--- src/rtl/irq_route_pkg.sv ---
package irq_route_pkg;
  // Register pages (addr[15:8]) of the four active windows.
  localparam logic [7:0] PG_PMAP = 8'h0C;
  localparam logic [7:0] PG_BMAP = 8'h10;
  localparam logic [7:0] PG_PCLR = 8'h14;
  localparam logic [7:0] PG_BCLR = 8'h18;

  // PCI sources that share one mapping entry.
  localparam int GRP_SZ = 4;
  localparam int GRP_SH = $clog2(GRP_SZ);

  // Fixed routing code held in the low 31 bits of a PCI group entry.
  function automatic logic [30:0] pci_route_code(int unsigned g);
    return 31'(32'h7C0 | (g << GRP_SH));
  endfunction

  // Fixed routing code held in the low 31 bits of an on-board entry.
  function automatic logic [30:0] brd_route_code(int unsigned k);
    return 31'(32'h7E0 + k);
  endfunction
endpackage

--- src/rtl/irq_map_regs.sv ---
module irq_map_regs
  import irq_route_pkg::*;
#(
  parameter int N_GRP = 8,
  parameter int N_BRD = 32,
  parameter int AW    = 16,
  parameter int DW    = 32,
  localparam int N_PCI = N_GRP * GRP_SZ,
  localparam int N_IN  = N_PCI + N_BRD,
  localparam int PG_W  = (N_GRP > 1) ? $clog2(N_GRP) : 1,
  localparam int BR_W  = (N_BRD > 1) ? $clog2(N_BRD) : 1
) (
  input  logic            clk,
  input  logic            rst_n,
  input  logic            wr_en,
  input  logic [AW-1:0]   addr,
  input  logic [DW-1:0]   wdata,
  output logic [DW-1:0]   rdata,
  output logic [N_IN-1:0] en_next,
  output logic [N_IN-1:0] en_q,
  output logic            pmap_wr,
  output logic            bmap_wr,
  output logic            pclr_wr,
  output logic            bclr_wr,
  output logic [PG_W-1:0] pmap_idx,
  output logic [BR_W-1:0] bmap_idx,
  output logic [PG_W-1:0] pclr_idx,
  output logic [BR_W-1:0] bclr_idx
);
  logic [7:0] page, off;
  logic pmap_sel, bmap_sel, pclr_sel, bclr_sel;
  logic [N_GRP-1:0] pv_q, pv_d;
  logic [N_BRD-1:0] bv_q, bv_d;
  logic unused_bits;

  assign page = addr[15:8];
  assign off  = addr[7:0];
  assign unused_bits = ^{wdata[DW-2:0], addr[1:0]};

  assign pmap_idx = off[3 +: PG_W];
  assign bmap_idx = off[3 +: BR_W];
  assign pclr_idx = off[5 +: PG_W];
  assign bclr_idx = off[3 +: BR_W];

  assign pmap_sel = (page == PG_PMAP) && off[2] && ({3'b000, off[7:3]} < 8'(N_GRP));
  assign bmap_sel = (page == PG_BMAP) && off[2] && ({3'b000, off[7:3]} < 8'(N_BRD));
  assign pclr_sel = (page == PG_PCLR) && off[2] && ({5'b00000, off[7:5]} < 8'(N_GRP));
  assign bclr_sel = (page == PG_BCLR) && off[2] && ({3'b000, off[7:3]} < 8'(N_BRD));

  assign pmap_wr = wr_en && pmap_sel;
  assign bmap_wr = wr_en && bmap_sel;
  assign pclr_wr = wr_en && pclr_sel;
  assign bclr_wr = wr_en && bclr_sel;

  // Only the valid flag is stored; routing codes are constants.
  always_comb begin
    pv_d = pv_q;
    bv_d = bv_q;
    if (pmap_wr) pv_d[pmap_idx] = wdata[DW-1];
    if (bmap_wr) bv_d[bmap_idx] = wdata[DW-1];
  end

  always_ff @(posedge clk or negedge rst_n) begin
    if (!rst_n) begin
      pv_q <= '0;
      bv_q <= '0;
    end else begin
      pv_q <= pv_d;
      bv_q <= bv_d;
    end
  end

  // Expand entry flags to per-source enables.
  for (genvar s = 0; s < N_PCI; s++) begin : g_pci_en
    assign en_next[s] = pv_d[s / GRP_SZ];
    assign en_q[s]    = pv_q[s / GRP_SZ];
  end
  for (genvar k = 0; k < N_BRD; k++) begin : g_brd_en
    assign en_next[N_PCI + k] = bv_d[k];
    assign en_q[N_PCI + k]    = bv_q[k];
  end

  always_comb begin
    rdata = '0;
    if (pmap_sel)
      rdata = DW'({pv_q[pmap_idx], pci_route_code(32'(pmap_idx))});
    else if (bmap_sel)
      rdata = DW'({bv_q[bmap_idx], brd_route_code(32'(bmap_idx))});
  end
endmodule

--- src/rtl/irq_pick.sv ---
module irq_pick #(
  parameter int N_IN = 64,
  localparam int IW  = $clog2(N_IN)
) (
  input  logic [N_IN-1:0] cand,
  output logic            found,
  output logic [IW-1:0]   idx
);
  // Lowest index wins: walk downward so the last hit is the smallest.
  always_comb begin
    found = 1'b0;
    idx   = '0;
    for (int i = N_IN - 1; i >= 0; i--) begin
      if (cand[i]) begin
        found = 1'b1;
        idx   = IW'(i);
      end
    end
  end
endmodule

--- src/rtl/irq_hold.sv ---
module irq_hold
  import irq_route_pkg::*;
#(
  parameter int N_GRP = 8,
  parameter int N_BRD = 32,
  localparam int N_PCI = N_GRP * GRP_SZ,
  localparam int N_IN  = N_PCI + N_BRD,
  localparam int IW    = $clog2(N_IN),
  localparam int PG_W  = (N_GRP > 1) ? $clog2(N_GRP) : 1,
  localparam int BR_W  = (N_BRD > 1) ? $clog2(N_BRD) : 1
) (
  input  logic            clk,
  input  logic            rst_n,
  input  logic            pmap_wr,
  input  logic            bmap_wr,
  input  logic            pclr_wr,
  input  logic            bclr_wr,
  input  logic            wr_valid,
  input  logic [PG_W-1:0] pmap_idx,
  input  logic [BR_W-1:0] bmap_idx,
  input  logic [PG_W-1:0] pclr_idx,
  input  logic [BR_W-1:0] bclr_idx,
  input  logic            found,
  input  logic [IW-1:0]   pick_idx,
  output logic            busy,
  output logic            retire,
  output logic            take,
  output logic [N_IN-1:0] vec_out
);
  logic [IW-1:0] cur;
  logic is_pci;
  logic [IW-1:0] grp, bidx;
  logic hit_pmap, hit_bmap, hit_pclr, hit_bclr;

  assign is_pci = cur < IW'(N_PCI);
  assign grp    = cur >> GRP_SH;
  assign bidx   = cur - IW'(N_PCI);

  assign hit_pmap = pmap_wr && !wr_valid && is_pci  && (grp  == IW'(pmap_idx));
  assign hit_bmap = bmap_wr && !wr_valid && !is_pci && (bidx == IW'(bmap_idx));
  assign hit_pclr = pclr_wr && is_pci  && (grp  == IW'(pclr_idx));
  assign hit_bclr = bclr_wr && !is_pci && (bidx == IW'(bclr_idx));

  assign retire = busy && (hit_pmap || hit_bmap || hit_pclr || hit_bclr);
  assign take   = (!busy || retire) && found;

  always_ff @(posedge clk or negedge rst_n) begin
    if (!rst_n) begin
      busy <= 1'b0;
      cur  <= '0;
    end else if (!busy || retire) begin
      busy <= found;
      if (found) cur <= pick_idx;
    end
  end

  assign vec_out = busy ? (N_IN'(1) << cur) : '0;
endmodule

--- src/rtl/irq_route_ctrl.sv ---
module irq_route_ctrl
  import irq_route_pkg::*;
#(
  parameter int N_GRP = 8,
  parameter int N_BRD = 32,
  parameter int AW    = 16,
  parameter int DW    = 32,
  localparam int N_PCI = N_GRP * GRP_SZ,
  localparam int N_IN  = N_PCI + N_BRD,
  localparam int IW    = $clog2(N_IN),
  localparam int PG_W  = (N_GRP > 1) ? $clog2(N_GRP) : 1,
  localparam int BR_W  = (N_BRD > 1) ? $clog2(N_BRD) : 1
) (
  input  logic            clk,
  input  logic            rst_n,
  input  logic [N_IN-1:0] irq_in,
  input  logic            wr_en,
  input  logic [AW-1:0]   addr,
  input  logic [DW-1:0]   wdata,
  output logic [DW-1:0]   rdata,
  output logic [N_IN-1:0] vec_out
);
  logic [N_IN-1:0] pend_q, en_next, en_q, cand;
  logic pmap_wr, bmap_wr, pclr_wr, bclr_wr;
  logic [PG_W-1:0] pmap_idx, pclr_idx;
  logic [BR_W-1:0] bmap_idx, bclr_idx;
  logic found, busy, retire, take;
  logic [IW-1:0] pick_idx;

  always_ff @(posedge clk or negedge rst_n) begin
    if (!rst_n) pend_q <= '0;
    else        pend_q <= irq_in;
  end

  irq_map_regs #(.N_GRP(N_GRP), .N_BRD(N_BRD), .AW(AW), .DW(DW)) u_regs (
    .clk(clk), .rst_n(rst_n), .wr_en(wr_en), .addr(addr), .wdata(wdata),
    .rdata(rdata), .en_next(en_next), .en_q(en_q),
    .pmap_wr(pmap_wr), .bmap_wr(bmap_wr), .pclr_wr(pclr_wr), .bclr_wr(bclr_wr),
    .pmap_idx(pmap_idx), .bmap_idx(bmap_idx), .pclr_idx(pclr_idx), .bclr_idx(bclr_idx)
  );

  assign cand = pend_q & en_next;

  irq_pick #(.N_IN(N_IN)) u_pick (.cand(cand), .found(found), .idx(pick_idx));

  irq_hold #(.N_GRP(N_GRP), .N_BRD(N_BRD)) u_hold (
    .clk(clk), .rst_n(rst_n),
    .pmap_wr(pmap_wr), .bmap_wr(bmap_wr), .pclr_wr(pclr_wr), .bclr_wr(bclr_wr),
    .wr_valid(wdata[DW-1]),
    .pmap_idx(pmap_idx), .bmap_idx(bmap_idx), .pclr_idx(pclr_idx), .bclr_idx(bclr_idx),
    .found(found), .pick_idx(pick_idx),
    .busy(busy), .retire(retire), .take(take), .vec_out(vec_out)
  );
endmodule

--- config.mk ---
export PLATFORM = sky130hd
export DESIGN_NAME = irq_route_ctrl
export DESIGN_NICKNAME = d
export VERILOG_FILES = /design/src/rtl/irq_route_pkg.sv /design/src/rtl/irq_map_regs.sv /design/src/rtl/irq_pick.sv /design/src/rtl/irq_hold.sv /design/src/rtl/irq_route_ctrl.sv
export SDC_FILE = /design/constraint.sdc
export NUM_CORES = 1
export LEC_CHECK = 0
export BUFFER_PORTS_ARGS = -buffer_cell sky130_fd_sc_hd__buf_2
export CAP_MARGIN = 0
export CORE_MARGIN = 1.5
export CORE_UTILIZATION = 52
export CTS_CLUSTER_SIZE = 20
export DETAILED_ROUTE_END_ITERATION = 6
export GPL_TIMING_DRIVEN = 0
export PLACE_DENSITY = 0.81
export SLEW_MARGIN = 25
export SYNTH_ARGS = -nofsm -noshare
export SYNTH_HDL_FRONTEND = slang
export SYNTH_SLANG_ARGS = --single-unit
--- constraint.sdc ---
create_clock -name clk -period 5.3 [get_ports clk]
set_clock_uncertainty 0.15 [all_clocks]
set_input_delay 1.59 -clock clk [delete_from_list [all_inputs] [get_ports clk]]
set_output_delay 1.59 -clock clk [all_outputs]
set_load 0.01 [all_outputs]
==> results by group <==
Setup path
  – WS Path Type: in2out
  – CP Max Fanout: 10
  – CP Cell Sequence: buf_2, buf_8, clkbuf_16, mux4_2, mux4_2, mux2i_2, o22ai_2, buf_2
  – Startpoint types: input port
  – Worst R2R Start: u_hold.cur[3]
  – Slowest cell on crit path: mux4_2
  – Worst EP required: 3.56 ns
  – Slowest stage delay, CP: 0.53 ns
  – CP Launch Point: addr[4]
  – Crit path buffers/inverters: 4
  – WP data arrival: between 3 and 4 ns
  – Top delay family on crit path: multiplexers
  – Crit. End Element: output pin

Synthesis
  – Synthesized area: roughly 6800 sq um
  – Top post-synthesis cells by area: dfrtp_1, nor2_1, mux2_2
  – Yosys warnings: 0
  – Flops & latches, synth: between 100 and 150
  – Syn Inst Count: 719
  – Ys async rst share: 100%
  – Area share of the largest cell type after synthesis: about two fifths
  – Seq/Total Area, Yosys: around two fifths
  – Area leader, netlist: dfrtp_1
  – Cell variety after synth: 75
  – Post-synth EDFFs: 0
  – Top FF cell, synth: dfrtp_1
  – Mean post-synth cell area: between 9 and 10 sq um

STA
  – Final setup viols: 0
  – Worst setup margin: 0.0238 ns
  – Worst hold margin: 0.371 ns
  – Fin. max-slew vios: 0
  – Final count of hold timing violations: 0
  – Fin crit period: ~5.3 ns
  – Final worst-path cycle share: between 90 and 100%
  – Max-Slew Margin vs Limit: about half
  – Slew @ Worst Pin: around 0.75 ns
  – F_max: around 0.19 GHz

Floorplanning
  – Core area: around 13000 sq um
  – Die Area: 13700 sq um
  – Site Rows: 41
  – I/O pin total: ~210
  – Initial core utilization: 53.4%
  – Die Ht: between 100 and 150 um
  – Chip Width: roughly 120 um

CTS
  – CTS tree: done
  – Clock latency on the worst-skew pair: 0.35 ns
  – Hold buffer count at CTS: 0
  – Deepest clock path buffer count: 2
  – CTS Root Cell: clkbuf_16
  – CTS Sinks: ~110
  – Clk slew on worst S/H paths: 0.07 ns
  – Total CTS buffers: 9
  – CTS H-tree lvls: 3

Placed design
  – Detailed-placement wirelength estimate: around 15000 um
  – Gpl congestion: between 0.9 and 1
  – Setup WS pre-CTS: -0.555 ns
  – Count of input and output buffers: ~160

Cells and area
  – Share of layout cells above drive strength 1: about a third
  – # diodes: 0
  – Filler cells: about 1100
  – P&R area growth vs syn: 22.1%
  – Most frequent cells in the layout: buf_2, nor2_1, dfrtp_1, nand2_1
  – Layout net count: around 1000
  – Commonest non-fill, non-tap cell in the layout: buf_2

Power and ir drop
  – Overall power: about 1.7 mW
  – Leakage Power: between 3 and 4 nW
  – Largest vdd supply drop: between 0.15 and 0.2 mV
  – Ratio of total power to cell area: 202 nW/um^2

Routing
  – Wire per inst: approximately 18 um
  – Drt total wl: between 15000 and 20000 um
  – Vias per std cell: slightly below 6
  – Remaining antenna violation count after routing: 0
  – Drt pass-1 iters: 5
  – Residual DRC: 0
  – DR vias: 6350
  – 1st-iter DRT viols: roughly 650

Min path
  – Min-delay worst type: reg2reg
  – Worst Hold Launch: u_regs.bv_q[4]

Global route
  – First-pass GRT wire length: a little under 30000 um
  – Initial antenna violation count: 0
  – Gr ovfl total: 0
  – Vias in the first global route: ~5700
  – Gr usage total: between 20% and 30%
  – Pin count of the biggest net entering global routing: 63

Run
  – MaxCap Viol Count: 0

Run status
  – Outcome: finished, final reports clean
==> area by class of cell <==
cell class                      instances  area [sq um]  share of cell area, %
Clock inverter                          3          18.8                  0.227
Multi-Input combinational cell        546          3630                   44.0
Tap cell                              172           215                   2.61
Buffer                                 58           410                   4.97
Sequential cell                       111          2780                   33.6
Clock buffer                           13           250                   3.03
Inverter                               23          86.3                   1.05
Timing Repair Buffer                  164           870                   10.5
==> tightest hold or removal path, stage by stage, from the launching register on <==
cell and delay, ns:
dfrtp_1 0.37, nand2_1 0.05, o21ai_0 0.06
==> cell families (layout without fill, tap and decap cells) <==
logic type | count (synthesis) | in the layout | synth area share, %
compound gates | 111 | 111 | 12.0
xor+xnor | 8 | 8 | 1.04
buf+inv | 81 | 261 | 6.55
flops | 111 | 111 | 41.1
mux | 72 | 72 | 13.5
other cells | 1 | 20 | 0.0555
simple gates | 335 | 335 | 25.8
==> registers in the layout, summed over array words and instances, names as in the netlist <==
| name | flops |
|---|---|
| pend_q | 64 |
| u_hold.busy | 1 |
| u_hold.cur | 6 |
| u_regs.bv_q | 32 |
| u_regs.pv_q | 8 |
==> what timing repair did <==
item,4_1_cts,5_1_grt
pin swaps,0,1
gates resized for setup,12,5
endpoints found under the setup margin,2,5
buffers inserted,0,8
==> layer usage <==
layer / wire [um] / track usage [%] / vias to the layer above
met2: 8960 / 46.2 / 388
met4: 777 / 15.1 / 0
met3: 1640 / 4.89 / 69
met1: 8100 / 37.8 / 2959
met5: 0 / 0 / -
li1: - / - / 2934
==> power by group <==
part	internal, mW	leakage, nW	total (mW)	switching [mW]
Clock	0.331	0.134	0.619	0.288
Combinational	0.0660	2.42	0.160	0.0943
Sequential	0.872	1.39	0.891	0.0188
Total	1.27	3.94	1.67	0.401
==> synth_stat cells, types with 7 or more instances <==
cell,number
nor2_1,115
dfrtp_1,111
nand2_1,86
mux2_2,33
a21oi_1,27
mux2i_1,27
buf_4,26
inv_1,23
nor4_1,23
clkbuf_1,21
nor3_1,16
nand3_1,15
o21ai_0,14
mux4_2,12
nor2b_1,11
nand2b_1,7
nor4_2,7
or4_1,7
==> final timing paths <==
check	to	slack, ns	cells after the start
max	rdata[31]	0.02	8
min	u_regs.bv_q[4]	0.37	2
max reg2reg	u_hold.cur[1]	2.28	9
min reg2reg	u_regs.bv_q[4]	0.37	2
max in group asynchronous	pend_q[22]	3.34	2
min in group asynchronous	pend_q[47]	1.02	1
==> per-stage QoR <==
| step | area (sq um) | setup TNS, ns | instances | util (%) |
|---|---|---|---|---|
| floorplan | 6830 | 0 | 738 | - |
| global placement | 7820 | -1.18 | 1065 | 61.7 |
| detailed placement | 7860 | -1.59 | 1066 | 62.0 |
| CTS | 8180 | 0 | 1082 | 64.5 |
| global route | 8260 | -0.00321 | 1090 | 65.2 |
| finish | 8260 | 0 | 1090 | 65.2 |
No activity file was read; power rests on OpenSTA's default activity.
